## src/rtl/sem_pkg.sv

```systemverilog
// Shared types for the semaphore flag bank.
package sem_pkg;
    // Ownership state of one flag.
    typedef enum logic [1:0] {
        OWN_NONE  = 2'd0,
        OWN_LEFT  = 2'd1,
        OWN_RIGHT = 2'd2
    } owner_e;
endpackage

```

## src/rtl/sem_port_decode.sv

```systemverilog
// Per-port access decoder.
// Turns one port's strobes into one-hot claim and release vectors and a read strobe.
// Assumes an access is valid only with the flag select high and the memory enable low.
module sem_port_decode #(
    parameter int NFLAGS = 8,
    parameter int AW     = 3
) (
    input  logic              mem_en,
    input  logic              flag_en,
    input  logic              wr,
    input  logic [AW-1:0]     addr,
    input  logic              wbit,
    output logic [NFLAGS-1:0] claim_vec,
    output logic [NFLAGS-1:0] free_vec,
    output logic              rd_stb
);
    logic acc;
    logic wr_stb;

    // Qualify the access for the flag space.
    always_comb begin
        acc    = flag_en & ~mem_en;
        wr_stb = acc & wr;
        rd_stb = acc & ~wr;
    end

    // One decode slice per flag.
    for (genvar i = 0; i < NFLAGS; i++) begin : g_dec
        assign claim_vec[i] = wr_stb && (addr == AW'(i)) && !wbit;
        assign free_vec[i]  = wr_stb && (addr == AW'(i)) &&  wbit;
    end
endmodule

```

## src/rtl/sem_flag_cell.sv

```systemverilog
// One semaphore flag with an owner and one pending-claim bit per port.
// Left wins a tie on a free flag. A release hands the flag to a waiting port on the same edge.
// A write of 1 from a non-owner cancels that port's pending claim.
module sem_flag_cell
    import sem_pkg::*;
(
    input  logic clk,
    input  logic rst_n,
    input  logic l_claim,
    input  logic l_free,
    input  logic r_claim,
    input  logic r_free,
    output logic own_l,
    output logic own_r,
    output logic pend_l,
    output logic pend_r
);
    owner_e owner_q, owner_d;
    logic   pl_q, pr_q, pl_d, pr_d;
    logic   l_want, r_want;

    // Resolve the next owner and pending bits.
    always_comb begin
        l_want  = l_claim | (pl_q & ~l_free);
        r_want  = r_claim | (pr_q & ~r_free);
        owner_d = owner_q;
        if (owner_q == OWN_LEFT && l_free)  owner_d = OWN_NONE;
        if (owner_q == OWN_RIGHT && r_free) owner_d = OWN_NONE;
        if (owner_d == OWN_NONE) begin
            if (l_want)      owner_d = OWN_LEFT;
            else if (r_want) owner_d = OWN_RIGHT;
        end
        pl_d = l_want && (owner_d != OWN_LEFT);
        pr_d = r_want && (owner_d != OWN_RIGHT);
    end

    // State register with synchronous reset.
    always_ff @(posedge clk) begin
        if (!rst_n) begin
            owner_q <= OWN_NONE;
            pl_q    <= 1'b0;
            pr_q    <= 1'b0;
        end else begin
            owner_q <= owner_d;
            pl_q    <= pl_d;
            pr_q    <= pr_d;
        end
    end

    // Expose the state as flat status bits.
    always_comb begin
        own_l  = (owner_q == OWN_LEFT);
        own_r  = (owner_q == OWN_RIGHT);
        pend_l = pl_q;
        pend_r = pr_q;
    end
endmodule

```

## src/rtl/sem_readout.sv

```systemverilog
// Per-port read register.
// On a read it captures the pre-edge status of the addressed flag and drives it onto every data bit.
// Assumes NFLAGS is a power of two that matches AW.
module sem_readout #(
    parameter int NFLAGS = 8,
    parameter int AW     = 3,
    parameter int DW     = 8
) (
    input  logic              clk,
    input  logic              rst_n,
    input  logic              rd_stb,
    input  logic [AW-1:0]     addr,
    input  logic [NFLAGS-1:0] mine,
    output logic [DW-1:0]     dout
);
    // Load on read and hold otherwise; reset to all ones.
    always_ff @(posedge clk) begin
        if (!rst_n)      dout <= '1;
        else if (rd_stb) dout <= {DW{~mine[addr]}};
    end
endmodule

```

## src/rtl/sem_latch_bank.sv

```systemverilog
// Top level: a bank of NFLAGS semaphore flags shared by a left port and a right port.
// Both ports are sampled on each rising edge. Writes change ownership at that edge.
// Reads return the pre-edge status, registered.
module sem_latch_bank #(
    parameter int NFLAGS = 8,
    parameter int DW     = 8,
    parameter int AW     = $clog2(NFLAGS)
) (
    input  logic          clk,
    input  logic          rst_n,
    input  logic          lt_mem_en,
    input  logic          lt_flag_en,
    input  logic          lt_wr,
    input  logic [AW-1:0] lt_addr,
    input  logic [DW-1:0] lt_din,
    output logic [DW-1:0] lt_dout,
    input  logic          rt_mem_en,
    input  logic          rt_flag_en,
    input  logic          rt_wr,
    input  logic [AW-1:0] rt_addr,
    input  logic [DW-1:0] rt_din,
    output logic [DW-1:0] rt_dout
);
    logic [NFLAGS-1:0] l_claim, l_free, r_claim, r_free;
    logic [NFLAGS-1:0] own_l, own_r, pend_l, pend_r;
    logic              l_rd, r_rd;
    logic              unused_din_hi;

    // Upper data bits carry no meaning on writes.
    assign unused_din_hi = ^{lt_din[DW-1:1], rt_din[DW-1:1]};

    sem_port_decode #(.NFLAGS(NFLAGS), .AW(AW)) u_dec_l (
        .mem_en(lt_mem_en), .flag_en(lt_flag_en), .wr(lt_wr), .addr(lt_addr),
        .wbit(lt_din[0]), .claim_vec(l_claim), .free_vec(l_free), .rd_stb(l_rd)
    );

    sem_port_decode #(.NFLAGS(NFLAGS), .AW(AW)) u_dec_r (
        .mem_en(rt_mem_en), .flag_en(rt_flag_en), .wr(rt_wr), .addr(rt_addr),
        .wbit(rt_din[0]), .claim_vec(r_claim), .free_vec(r_free), .rd_stb(r_rd)
    );

    // One flag cell per semaphore.
    for (genvar i = 0; i < NFLAGS; i++) begin : g_flag
        sem_flag_cell u_cell (
            .clk(clk), .rst_n(rst_n),
            .l_claim(l_claim[i]), .l_free(l_free[i]),
            .r_claim(r_claim[i]), .r_free(r_free[i]),
            .own_l(own_l[i]), .own_r(own_r[i]),
            .pend_l(pend_l[i]), .pend_r(pend_r[i])
        );
    end

    sem_readout #(.NFLAGS(NFLAGS), .AW(AW), .DW(DW)) u_rd_l (
        .clk(clk), .rst_n(rst_n), .rd_stb(l_rd), .addr(lt_addr),
        .mine(own_l), .dout(lt_dout)
    );

    sem_readout #(.NFLAGS(NFLAGS), .AW(AW), .DW(DW)) u_rd_r (
        .clk(clk), .rst_n(rst_n), .rd_stb(r_rd), .addr(rt_addr),
        .mine(own_r), .dout(rt_dout)
    );
endmodule

```

## config.mk

```make
export PLATFORM = sky130hd
export DESIGN_NAME = sem_latch_bank
export DESIGN_NICKNAME = d
export VERILOG_FILES = /design/src/rtl/sem_pkg.sv /design/src/rtl/sem_port_decode.sv /design/src/rtl/sem_flag_cell.sv /design/src/rtl/sem_readout.sv /design/src/rtl/sem_latch_bank.sv
export SDC_FILE = /design/constraint.sdc
export NUM_CORES = 1
export LEC_CHECK = 0
export BUFFER_PORTS_ARGS = -buffer_cell sky130_fd_sc_hd__buf_2
export CELL_PAD_IN_SITES_DETAIL_PLACEMENT = 1
export CELL_PAD_IN_SITES_GLOBAL_PLACEMENT = 1
export CORE_ASPECT_RATIO = 0.5
export CORE_MARGIN = 5
export CORE_UTILIZATION = 42
export CTS_CLUSTER_SIZE = 12
export DETAILED_ROUTE_END_ITERATION = 10
export HOLD_SLACK_MARGIN = 0.05
export PLACE_DENSITY_LB_ADDON = 0.1
export RECOVER_POWER = 25
export REMOVE_ABC_BUFFERS = 1
export SLEW_MARGIN = 20
export SYNTH_ARGS = -nofsm -noshare
export SYNTH_HDL_FRONTEND = slang
export SYNTH_SLANG_ARGS = --single-unit
export TNS_END_PERCENT = 30
```

## constraint.sdc

```tcl
create_clock -name clk -period 1.52 [get_ports clk]
set_input_delay 0.152 -clock clk [delete_from_list [all_inputs] [get_ports clk]]
set_output_delay 0.152 -clock clk [all_outputs]
set_load 0.05 [all_outputs]
```

==> key figures, run 1 <==
Final layout
  – Core occupancy in the finished layout: 51.84%
  – Fill count: 593
  – Relative area change from synthesis to final layout: 17.90%
  – Layout Nets: 291
  – Post-route non-filler standard cell count: 332
  – Final non-filler cell area: 0.002580 mm^2
  – Share of cells above drive strength 1: 38.93%
  – Register cell area after layout: 681.9 um^2
  – Area taken by multi-input logic gates: 0.001252 mm^2
  – Diodes inserted: 0

Setup path
  – Arrival time worst endpoint: 1.62 ns
  – Class of the most critical setup path: reg -> reg
  – Endpoint class of the critical path: flip-flop
  – Ordered list of cells on the worst path: nor2_1, a32o_1, mux4_1, o21ai_0
  – Depth of the most critical reg-to-reg path: 4
  – Startpoint types: flip-flop
  – Max incr delay on CP: 0.48 ns
  – Required time of the critical path: 1.75 ns
  – Cell family with most CP delay: multiplexers
  – Critical path buffer and inverter count: 0
  – Critical path fanouts, max: 4
  – Slowest cell on the critical path: sky130_fd_sc_hd__mux4_1
  – Instance count on the critical path: 4

Floorplanning
  – Die X: 112.1 um
  – I/O pins: 46
  – Row count: 18
  – Area of the core region: 0.004977 mm^2
  – Starting density of the core: 43.97%
  – Die ar.: 0.006841 mm^2
  – Vertical die dimension: 61.04 um

Run
  – Maxcap violations: 0

STA
  – Unrepaired setup endpoints after global routing: false
  – Total of endpoints with negative setup slack in the final report: 0
  – Clock Skew: 0.006461 ns
  – Final Hold Slack: 0.2102 ns
  – Hold Fails Final Rpt: 0
  – Final Max Tran Viols: 0
  – Normalized max-slew margin: 67.99%
  – Slew of the pin with the lowest slew margin: 0.4796 ns
  – Post-route minimum period: 1.390 ns
  – Final cycle utilization of the critical path: 91.45%
  – Peak Freq: 719.4 MHz

GRT
  – Pin count of the biggest net entering global routing: 13
  – Remaining Overflow, GRT: 0
  – Number of global-route vias before repair: 2064
  – Global-route usage over all layers: 21.07%
  – Initial antenna violation count: 0
  – Global-route wire length before repair: 10780 um

Status
  – Status: finished clean

CTS
  – Clock tree from TritonCTS: yes
  – CTS hold repair buffers: 0
  – Cts bufs inserted: 5
  – Clock transition time at the flip-flop clock pins of the worst setup and hold paths: 0.08 ns
  – Htree depth: 2
  – Library cell used as clock root buffer: sky130_fd_sc_hd__clkbuf_8
  – Latest clock arrival within the worst-skew pair: 0.30 ns
  – Clk sink count: 34
  – Longest Clk Path Bufs: 2

Logic synthesis
  – Largest family of logic cells by synthesized area: compound AO/OA/AOI/OAI gates
  – Synth warnings: 0
  – Post-synth top area share: 31.10%
  – Sequential share of the synthesized area: 31.10%
  – Most frequent cells after synthesis: sky130_fd_sc_hd__dfxtp_1 (34), sky130_fd_sc_hd__buf_4 (16), sky130_fd_sc_hd__nor2_1 (15)
  – Complex-gate fraction of the synthesized area: 34.31%
  – Count of state elements after synthesis: 34
  – Post-synthesis share of cell area spent on full adders, half adders and majority gates: 0%
  – Synth cell types: 39
  – Leading register cell type out of synthesis: sky130_fd_sc_hd__dfxtp_1
  – Top post-synthesis cells by area: sky130_fd_sc_hd__dfxtp_1 (31%), sky130_fd_sc_hd__o41ai_2 (8.2%), sky130_fd_sc_hd__o41ai_4 (7.5%), sky130_fd_sc_hd__buf_4 (5.5%), sky130_fd_sc_hd__mux2i_1 (3.2%)
  – Most common cell in the synthesized netlist: sky130_fd_sc_hd__dfxtp_1
  – Simple-gate portion of the synthesized area: 19.15%
  – Post-synthesis cell count: 216
  – Summed instance area of the synthesized netlist: 0.002188 mm^2
  – Number of enable flip-flop cells after synthesis: 0
  – Mux share of post-synthesis cell area: 5.432%
  – Xor and xnor area share after synthesis: 0%
  – Post-synthesis average cell area: 10.13 um^2
  – Post-synth ARST share: 0%
  – Largest area contributor in the synthesized netlist: sky130_fd_sc_hd__dfxtp_1

Route
  – Antenna Nets Post-Route: 0
  – Iteration count of the initial detailed-routing pass: 5
  – Vias: 1838
  – Via density: 5.536
  – WL/cell: 19.20 um
  – First-iteration detailed-routing DRC count: 68
  – Routed wire length: 6375 um
  – Residual DRC: 0

Placed design
  – Number of port buffers: 31
  – Post-detailed-placement cell area: 0.002510 mm^2
  – Count of placed standard cells including taps: 324
  – HPWL Detailed: 4930 um
  – Gpl congestion: 0.8131

Pwr
  – Pwr Total: 2.053 mW
  – Leakage power of the design: 0.8836 nW
  – Peak VDD IR: 0.0003759 V
  – Power density relative to cell area: 795.7 mW/mm^2

Worst hold path
  – Hold Crit Depth: 3
  – Type of the most critical hold path: in -> reg
==> power breakdown <==
| part | internal (mW) | total [mW] | switching [mW] |
|---|---|---|---|
| combinational | 0.0903 | 0.312 | 0.222 |
| clock | 0.482 | 0.837 | 0.354 |
| sequential | 0.896 | 0.904 | 0.00819 |
| total | 1.47 | 2.05 | 0.584 |
==> layer usage <==
| metal | vias to the layer above | track usage (%) | wire length, um |
|---|---|---|---|
| met2 | 32 | 35.65 | 2915 |
| met5 | - | 0 | 0 |
| met3 | 13 | 5.299 | 250 |
| li1 | 892 | - | - |
| met4 | 0 | 6.849 | 103 |
| met1 | 901 | 27.22 | 3106 |
==> flip-flops by register name, summed over array words and instances (netlist names) <==
| signal | count |
|---|---|
| g_flag.u_cell.owner_q | 16 |
| g_flag.u_cell.pend_l | 8 |
| u_rd_l.dout | 1 |
| g_flag.u_cell.pend_r | 8 |
| u_rd_r.dout | 1 |
==> cells by family (layout without fill, tap and decap cells) <==
logic type | Yosys count | in the layout
mux | 9 | 9
compound gates | 70 | 70
simple gates | 66 | 66
flops | 34 | 34
buf+inv | 37 | 83
==> placed cells by master, fill, tap and decap left out, types with 3 or more instances in the layout <==
master | synthesis | layout
sky130_fd_sc_hd__clkbuf_8 | 0 | 5
sky130_fd_sc_hd__o21ai_2 | 4 | 3
sky130_fd_sc_hd__nand2_1 | 14 | 14
sky130_fd_sc_hd__or2_2 | 3 | 3
sky130_fd_sc_hd__nand2b_1 | 4 | 4
sky130_fd_sc_hd__nor3_1 | 7 | 7
sky130_fd_sc_hd__o41ai_2 | 11 | 10
sky130_fd_sc_hd__nor3b_1 | 5 | 5
sky130_fd_sc_hd__a211oi_1 | 8 | 8
sky130_fd_sc_hd__buf_2 | 4 | 31
sky130_fd_sc_hd__or2_1 | 7 | 6
sky130_fd_sc_hd__dfxtp_1 | 34 | 33
sky130_fd_sc_hd__buf_4 | 16 | 30
sky130_fd_sc_hd__a32o_1 | 4 | 4
sky130_fd_sc_hd__nor2_1 | 15 | 15
sky130_fd_sc_hd__o32ai_1 | 6 | 6
sky130_fd_sc_hd__inv_1 | 12 | 12
sky130_fd_sc_hd__o21a_1 | 8 | 8
sky130_fd_sc_hd__mux2i_1 | 7 | 7
sky130_fd_sc_hd__o41ai_4 | 6 | 5
sky130_fd_sc_hd__o32ai_2 | 3 | 3
sky130_fd_sc_hd__a21oi_1 | 10 | 10
sky130_fd_sc_hd__o21ai_0 | 3 | 7
sky130_fd_sc_hd__o41ai_1 | 1 | 3
==> metrics by stage <==
step | setup slack [ns] | TNS (ns)
6_report | 0.1300 | 0
5_1_grt | 0.02254 | 0
4_1_cts | 0.06478 | 0
3_5_place_dp | 0.007442 | 0
3_3_place_gp | 0.05868 | 0
2_1_floorplan | -1.679 | -27.18
==> tightest hold or removal path, cell delays in order <==
cell and delay, ns:
sky130_fd_sc_hd__buf_2 0.10, sky130_fd_sc_hd__or3b_2 0.12, sky130_fd_sc_hd__o21ai_0 0.08
==> repair_timing <==
action / 4_1_cts / 5_1_grt
resized for setup: 0 / 1
setup endpoints to repair: 0 / 1
setup buffers: 0 / 0
==> final cells by class <==
cell class                 instances  share of cell area (%)
clock buffer                       5                   2.667
clock inverter                     3                   1.552
inverter                          12                   1.746
multi-input combinational        145                   48.55
sequential                        34                   26.43
tap                               70                   3.395
timing repair buffer              63                   15.66
==> path summary, 6_finish.rpt <==
kind	slack, ns	end	from
max reg2reg	0.13	u_rd_l.dout[0]$_SDFFE_PN1P_	g_flag[5].u_cell.owner_q[1]$_SDFF_PN0_
min	0.21	u_rd_r.dout[0]$_SDFFE_PN1P_	rt_mem_en
max	0.13	u_rd_l.dout[0]$_SDFFE_PN1P_	g_flag[5].u_cell.owner_q[1]$_SDFF_PN0_
min reg2reg	0.55	g_flag[5].u_cell.pend_r$_SDFF_PN0_	g_flag[5].u_cell.owner_q[0]$_SDFF_PN0_
No activity file was read; power rests on OpenSTA's default activity.
==> inputs of run 2 (changes only) <==
- ABC_AREA: unset -> 1
- CORE_UTILIZATION: 42 -> 38
==> run 2 against run 1 <==
Sequential share of layout area grew 1.3 points. Sequential power grew 0.7%. Clock power grew 40%. Die area grew 9.4%. Count of clock-buffer cells in the layout grew 2. Area after synthesis grew 0.29%. Maximum frequency grew 16%. Clock skew shrank 0.0020 ns. Critical path type is now in -> reg.
==> key figures, run 2 <==
Status
  – Status: finished clean

Setup path
  – Startpoint types: input pin
  – Max incr delay on CP: 0.26 ns (-0.22 ns)
  – Critical path fanouts, max: 7 (+3)
  – Cell family with most CP delay: simple AND/OR/NAND/NOR gates
  – Critical R2R Capture: g_flag[7].u_cell.pend_r$_SDFF_PN0_
  – Required time of the critical path: 1.70 ns (-0.05 ns)
  – Termination of the worst setup path: g_flag[4].u_cell.pend_r$_SDFF_PN0_
  – Flop2flop setup slack: 0.39 ns (+0.26 ns)
  – Cell repeated most along the worst path: sky130_fd_sc_hd__nand2_1
  – R2r startpoint: g_flag[7].u_cell.owner_q[1]$_SDFF_PN0_
  – Ordered list of cells on the worst path: buf_2, nor2_1, nand2_1, nor2_1, nand2_1, o21ai_1, nand3_1, nand2_1, a21oi_2
  – Slowest cell on the critical path: sky130_fd_sc_hd__nor2_1
  – Critical path buffer and inverter count: 1 (+1)
  – Endpoint class of the critical path: flip-flop
  – Class of the most critical setup path: in -> reg
  – Instance count on the critical path: 9 (+5)
  – Arrival time worst endpoint: 1.38 ns (-0.24 ns)
  – Launching element of the worst setup path: lt_addr[0]
  – Depth of the most critical reg-to-reg path: 8 (+4)

Final layout
  – Post-route non-filler standard cell count: 442 (+33%)
  – Register bank with the most flops: g_flag.u_cell.owner_q
  – Final non-filler cell area: 0.002457 mm^2 (-4.8%)
  – Flip-flop count of the largest register after layout: 16 (unchanged)
  – Fill count: 757 (+28%)
  – Share of cells above drive strength 1: 18.70% (-20 points)
  – Top library cells by usage in the layout, fill and taps aside: sky130_fd_sc_hd__nand2_1 (107), sky130_fd_sc_hd__inv_1 (41), sky130_fd_sc_hd__nand3_1 (36)
  – Most common cell after layout, fill and taps aside: sky130_fd_sc_hd__nand2_1
  – Layout Nets: 398 (+37%)
  – Diodes inserted: 0 (unchanged)
  – Relative area change from synthesis to final layout: 11.97%

STA
  – Clock Skew: 0.004460 ns (-0.002001 ns)
  – Slew of the pin with the lowest slew margin: 0.3758 ns (-0.1039 ns)
  – Hold Fails Final Rpt: 0 (unchanged)
  – Normalized max-slew margin: 74.92% (+6.9 points)
  – Peak Freq: 834.1 MHz (+16%)
  – Total of endpoints with negative setup slack in the final report: 0 (unchanged)
  – Unrepaired setup endpoints after global routing: false
  – Post-route minimum period: 1.199 ns (-0.1911 ns)
  – Final Max Tran Viols: 0 (unchanged)
  – Final cycle utilization of the critical path: 78.88% (-13 points)
  – Final Hold Slack: 0.1319 ns (-0.07831 ns)

Run
  – Maxcap violations: 0 (unchanged)

Pwr
  – Peak VDD IR: 0.0005977 V (+59%)
  – Power density relative to cell area: 975.4 mW/mm^2 (+23%)
  – Leakage power of the design: 1.055 nW (+19%)

CTS
  – Library cell used as clock root buffer: sky130_fd_sc_hd__clkbuf_16
  – CTS hold repair buffers: 0 (unchanged)
  – Number of gates resized after cts: 0 (unchanged)
  – Clock tree from TritonCTS: yes
  – Htree depth: 2 (unchanged)
  – Longest Clk Path Bufs: 2 (unchanged)
  – Latest clock arrival within the worst-skew pair: 0.28 ns (-0.02 ns)
  – Clk sink count: 34 (unchanged)
  – Setup Buffers After CTS: 0 (unchanged)
  – Clock transition time at the flip-flop clock pins of the worst setup and hold paths: 0.05 ns (-0.03 ns)
  – Cts bufs inserted: 5 (unchanged)

Logic synthesis
  – Largest family of logic cells by synthesized area: simple AND/OR/NAND/NOR gates
  – Post-synthesis cell count: 348 (+61%)
  – Sequential share of the synthesized area: 31.01% (-0.089 points)
  – Synth warnings: 0 (unchanged)
  – Simple-gate portion of the synthesized area: 41.45% (+22 points)
  – Most frequent cells after synthesis: sky130_fd_sc_hd__nand2_1 (106), sky130_fd_sc_hd__inv_1 (41), sky130_fd_sc_hd__nand3_1 (36)
  – Top post-synthesis cells by area: sky130_fd_sc_hd__dfxtp_1 (31%), sky130_fd_sc_hd__nand2_1 (18%), sky130_fd_sc_hd__nand3_1 (8.2%), sky130_fd_sc_hd__inv_1 (7.0%), sky130_fd_sc_hd__o21ai_0 (5.9%)
  – Number of enable flip-flop cells after synthesis: 0 (unchanged)
  – Post-synthesis share of cell area spent on full adders, half adders and majority gates: 0% (unchanged)
  – Summed instance area of the synthesized netlist: 0.002195 mm^2 (+0.29%)
  – Xor and xnor area share after synthesis: 0% (unchanged)
  – Post-synth ARST share: 0% (unchanged)
  – Synth cell types: 23 (-41%)
  – Mux share of post-synthesis cell area: 0% (-5.4 points)
  – Largest area contributor in the synthesized netlist: sky130_fd_sc_hd__dfxtp_1
  – Leading register cell type out of synthesis: sky130_fd_sc_hd__dfxtp_1
  – Post-synthesis average cell area: 6.306 um^2 (-38%)
  – Count of state elements after synthesis: 34 (unchanged)
  – Complex-gate fraction of the synthesized area: 12.88% (-21 points)
  – Most common cell in the synthesized netlist: sky130_fd_sc_hd__nand2_1
  – Post-synth top area share: 31.01% (-0.089 points)

Floorplanning
  – Die X: 117.5 um (+4.8%)
  – Vertical die dimension: 63.74 um (+4.4%)
  – Die ar.: 0.007487 mm^2 (+9.4%)
  – Starting density of the core: 39.62% (-4.3 points)
  – Row count: 19 (+1)
  – I/O pins: 46 (unchanged)
  – Area of the core region: 0.005539 mm^2 (+11%)

GRT
  – Global-route wire length before repair: 11030 um (+2.3%)
  – Number of global-route vias before repair: 2327 (+13%)
  – Global-route usage over all layers: 18.36% (-2.7 points)
  – Initial antenna violation count: 0 (unchanged)
  – Pin count of the biggest net entering global routing: 16 (+3)
  – Remaining Overflow, GRT: 0 (unchanged)

Worst hold path
  – Type of the most critical hold path: in -> reg

Placed design
  – HPWL Detailed: 5073 um (+2.9%)
  – Post-detailed-placement cell area: 0.002315 mm^2 (-7.8%)
  – Number of port buffers: 31 (unchanged)
  – Gpl congestion: 0.8672 (+6.7%)
  – Count of placed standard cells including taps: 434 (+34%)

Route
  – First-iteration detailed-routing DRC count: 82 (+21%)
  – Via density: 4.998 (-9.7%)
  – Routed wire length: 6766 um (+6.1%)
  – Iteration count of the initial detailed-routing pass: 4 (-1)
  – Antenna Nets Post-Route: 0 (unchanged)
  – Residual DRC: 0 (unchanged)
  – WL/cell: 15.31 um (-20%)
  – Vias: 2209 (+20%)
-- run 2: metal layers --
metal  vias up  track usage (%)  part of all wire (%)
li1       1136                -                     -
met4         0            3.433                  0.59
met3         4            4.581                   3.3
met1      1043            24.04                    51
met2        26            31.34                    45
met5         -                0                     0
-- run 2: cell type report --
type	instances	area [um^2]	area share (%)
Clock inverter	1	30.03	1.222
Timing Repair Buffer	36	192.7	7.841
Clock buffer	7	132.6	5.397
Sequential cell	34	680.7	27.70
Multi-Input combinational cell	249	1172	47.71
Tap cell	73	91.34	3.717
Inverter	42	157.7	6.415
-- run 2: worst min path at each step --
stage,from,end,cells past startpoint
2_1_floorplan,rst_n,u_rd_l.dout[0]$_SDFFE_PN1P_,1
3_3_place_gp,rst_n,g_flag[7].u_cell.pend_r$_SDFF_PN0_,3
3_5_place_dp,rst_n,g_flag[7].u_cell.pend_r$_SDFF_PN0_,3
4_1_cts,rst_n,g_flag[7].u_cell.pend_r$_SDFF_PN0_,3
5_1_grt,rst_n,g_flag[7].u_cell.pend_r$_SDFF_PN0_,3
6_report,rst_n,g_flag[7].u_cell.pend_r$_SDFF_PN0_,3
-- run 2: report_power, final --
| group | internal, mW | switching (mW) | total (mW) | leakage (nW) |
|---|---|---|---|---|
| clock network | 0.775 | 0.392 | 1.17 | 0.0781 |
| logic | 0.0739 | 0.246 | 0.320 | 0.703 |
| registers | 0.901 | 0.00911 | 0.910 | 0.274 |
| total | 1.75 | 0.647 | 2.40 | 1.06 |
-- run 2: kinds of logic after synthesis --
group	Yosys count
AO/OA/AOI/OAI	50
buffers and inverters	65
AND/OR/NAND/NOR	199
flip-flops	34
-- run 2: worst reg2reg max path, stage by stage, from the launching register on --
cell and delay (ns):
sky130_fd_sc_hd__dfxtp_1 0.34, sky130_fd_sc_hd__inv_1 0.07, sky130_fd_sc_hd__nor2_1 0.11, sky130_fd_sc_hd__nand3_1 0.09
sky130_fd_sc_hd__nand2_1 0.13, sky130_fd_sc_hd__nand2_1 0.07, sky130_fd_sc_hd__nand2_1 0.07, sky130_fd_sc_hd__inv_1 0.07
sky130_fd_sc_hd__a21oi_2 0.12
-- run 2: stage by stage --
stage,util [%],worst slack (ns),power (mW),setup TNS [ns]
5_1_grt,44.36,0.1223,2.476,0
3_3_place_gp,41.79,0.1947,1.244,0
4_1_cts,44.73,0.3273,2.414,0
3_5_place_dp,41.79,0.1684,1.248,0
2_1_floorplan,-,-1.949,1.114,-27.64
6_report,44.36,0.3211,2.397,0
==> inputs of run 3 (changes only) <==
- clock period: 1.52 -> 1.15 ns (I/O delays scaled with it)
==> run 3 against run 2 <==
Wire length increased by 4.0%. Worst hold slack got worse by 0.023 ns. Power increased by 37%. Design area increased by 14%. Sequential power increased by 33%. First-iteration DRC count increased by 4.9%. Global-route usage increased by 1.2 points. Critical path depth decreased by 4. Clock power increased by 34%. Core utilization increased by 6.2 points. Non-clock buffer count increased by 30. Largest cell class unchanged. Die area unchanged.
==> key figures, run 3 (synthesis results as in run 2) <==
Setup path
  – Startpoint types: flip-flop
  – Depth of the most critical reg-to-reg path: 5 (-3)
  – Class of the most critical setup path: reg -> reg
  – Arrival time worst endpoint: 1.27 ns (-0.11 ns)
  – Critical path fanouts, max: 2 (-5)
  – R2r startpoint: g_flag[4].u_cell.owner_q[1]$_SDFF_PN0_
  – Required time of the critical path: 1.32 ns (-0.38 ns)
  – Endpoint class of the critical path: flip-flop
  – Launching element of the worst setup path: g_flag[4].u_cell.owner_q[1]$_SDFF_PN0_

Placed design
  – HPWL Detailed: 5465 um (+7.7%)
  – Count of placed standard cells including taps: 464 (+6.9%)
  – Post-detailed-placement cell area: 0.002577 mm^2 (+11%)
  – Gpl congestion: 0.8164 (-5.9%)
  – Number of port buffers: 31 (unchanged)

Final layout
  – Most common cell after layout, fill and taps aside: sky130_fd_sc_hd__nand2_1
  – Layout Nets: 428 (+7.5%)
  – Relative area change from synthesis to final layout: 27.59%
  – Final non-filler cell area: 0.002800 mm^2 (+14%)
  – Register bank with the most flops: g_flag.u_cell.owner_q
  – Share of cells above drive strength 1: 28.57% (+9.9 points)
  – Post-route non-filler standard cell count: 472 (+6.8%)
  – Diodes inserted: 0 (unchanged)
  – Top library cells by usage in the layout, fill and taps aside: sky130_fd_sc_hd__nand2_1 (106), sky130_fd_sc_hd__inv_1 (40), sky130_fd_sc_hd__nand3_1 (36)
  – Flip-flop count of the largest register after layout: 16 (unchanged)

GRT
  – Number of global-route vias before repair: 2504 (+7.6%)
  – Initial antenna violation count: 0 (unchanged)
  – Remaining Overflow, GRT: 0 (unchanged)
  – Global-route wire length before repair: 11800 um (+6.9%)
  – Global-route usage over all layers: 19.53% (+1.2 points)
  – Pin count of the biggest net entering global routing: 25 (+9)

CTS
  – CTS hold repair buffers: 0 (unchanged)
  – Clock transition time at the flip-flop clock pins of the worst setup and hold paths: 0.06 ns (about the same)
  – Cts bufs inserted: 5 (unchanged)
  – Setup Buffers After CTS: 0 (unchanged)
  – Htree depth: 2 (unchanged)
  – Clk sink count: 34 (unchanged)
  – Library cell used as clock root buffer: sky130_fd_sc_hd__clkbuf_16
  – Longest Clk Path Bufs: 2 (unchanged)
  – Latest clock arrival within the worst-skew pair: 0.29 ns (about the same)
  – Clock tree from TritonCTS: yes

STA
  – Final Max Tran Viols: 0 (unchanged)
  – Final cycle utilization of the critical path: 95.34%
  – TNS Setup: 0 ns (unchanged)
  – Hold Fails Final Rpt: 0 (unchanged)
  – Post-route minimum period: 1.096 ns
  – Slew of the pin with the lowest slew margin: 0.2356 ns (-0.1402 ns)
  – Clock Skew: 0.003915 ns (-0.0005446 ns)
  – Unrepaired setup endpoints after global routing: true
  – Normalized max-slew margin: 84.30% (+9.4 points)
  – Peak Freq: 912.1 MHz
  – Total of endpoints with negative setup slack in the final report: 0 (unchanged)

Route
  – Iteration count of the initial detailed-routing pass: 4 (unchanged)
  – Residual DRC: 0 (unchanged)
  – Vias: 2355 (+6.6%)
  – Routed wire length: 7035 um (+4.0%)
  – WL/cell: 14.90 um (-2.6%)
  – Via density: 4.989 (-0.17%)
  – Antenna Nets Post-Route: 0 (unchanged)
  – First-iteration detailed-routing DRC count: 86 (+4.9%)

Pwr
  – Internal power component: 2.372 mW (+36%)
  – Total net switching power: 0.9057 mW (+40%)
  – Peak VDD IR: 0.0007880 V (+32%)
  – Switching share of power: 27.63% (+0.63 points)
  – Leakage power of the design: 1.246 nW (+18%)
  – Clock power share: 47.8% (-0.9 points)
  – Power density relative to cell area: 1171 mW/mm^2 (+20%)
  – Power share of the combinational group: 15.4% (+2.1 points)
  – Sequential power share: 36.8% (-1.2 points)

Floorplanning
  – Starting density of the core: 39.62% (unchanged)
  – Row count: 19 (unchanged)
  – Die ar.: 0.007487 mm^2 (unchanged)
  – I/O pins: 46 (unchanged)
  – Die X: 117.5 um (unchanged)
  – Area of the core region: 0.005539 mm^2 (unchanged)
  – Vertical die dimension: 63.74 um (unchanged)

Status
  – Status: finished clean

Worst hold path
  – Hold Crit Depth: 3 (unchanged)
  – Type of the most critical hold path: in -> reg
  – Worst Min Path Start: rst_n

Run
  – Maxcap violations: 0 (unchanged)
run 3: cell types whose count changed in the layout (fill, tap and decap cells not counted), moves of 2 or more:
cell                       previous run  this run
sky130_fd_sc_hd__o21ai_1              4         8
sky130_fd_sc_hd__o21ai_0             26        21
sky130_fd_sc_hd__dfxtp_2              0         5
sky130_fd_sc_hd__dfxtp_1             34        29
sky130_fd_sc_hd__clkbuf_1             2         0
sky130_fd_sc_hd__buf_2               31        15
sky130_fd_sc_hd__nor2_1              23        19
sky130_fd_sc_hd__nor2_4               1         3
sky130_fd_sc_hd__clkbuf_4             0        16
sky130_fd_sc_hd__nor2_2               9        11
sky130_fd_sc_hd__buf_12               0         3
sky130_fd_sc_hd__buf_4                5        32
sky130_fd_sc_hd__clkinv_2             0         2
run 3: cell type report:
| class | count | area [um^2] |
|---|---|---|
| flip-flops and latches | 34 | 686.9 |
| inverters | 42 | 157.7 |
| well taps | 73 | 91.34 |
| clock buffers | 5 | 125.1 |
| repair buffers | 66 | 495.5 |
| clock inverters | 3 | 40.04 |
| multi-input cells | 249 | 1204 |
| fillers | 747 | 2739 |
run 3: what timing repair did:
item	4_1_cts	5_1_grt
setup endpoints to repair	18	20
gates resized for setup	4	26
hold endpoints to repair	0	0
run 3: per-stage QoR:
step	worst slack, ns	power, mW	utilization, %	hold WS, ns
2_1_floorplan	-2.319	1.473	-	0.1992
3_3_place_gp	-0.09156	1.704	46.53	0.4053
3_5_place_dp	-0.1889	1.712	46.53	0.4054
4_1_cts	-0.02734	3.283	49.58	0.1070
5_1_grt	-0.02932	3.406	50.55	0.1143
6_report	0.05361	3.278	50.55	0.1088
run 3: worst paths after layout:
kind | slack (ns) | to
max | 0.05 | u_rd_l.dout[0]$_SDFFE_PN1P_
min | 0.11 | g_flag[3].u_cell.pend_r$_SDFF_PN0_
max reg2reg | 0.05 | u_rd_l.dout[0]$_SDFFE_PN1P_
min reg2reg | 0.53 | g_flag[0].u_cell.owner_q[1]$_SDFF_PN0_
run 3: power groups by stage:
stage,registers [mW],clock network (mW),logic [mW]
2_1_floorplan,1.33,0,0.144
3_3_place_gp,1.23,0,0.477
6_report,1.21,1.57,0.505
3_5_place_dp,1.23,0,0.484
5_1_grt,1.21,1.66,0.543
4_1_cts,1.20,1.59,0.487
run 3: routing by layer:
layer	vias up	wire [um]	global-route usage, %
met5	-	0	0
met3	6	282	4.670
li1	1199	-	-
met2	39	3202	32.18
met1	1111	3490	25.87
met4	0	59	5.436
run 3: worst max-delay path, stage by stage, from the launching register on:
cell and delay (ns):
sky130_fd_sc_hd__dfxtp_1 0.32, sky130_fd_sc_hd__buf_4 0.14, sky130_fd_sc_hd__o21ai_0 0.20, sky130_fd_sc_hd__nand4_1 0.14
sky130_fd_sc_hd__nand3_1 0.11, sky130_fd_sc_hd__nand3_1 0.07
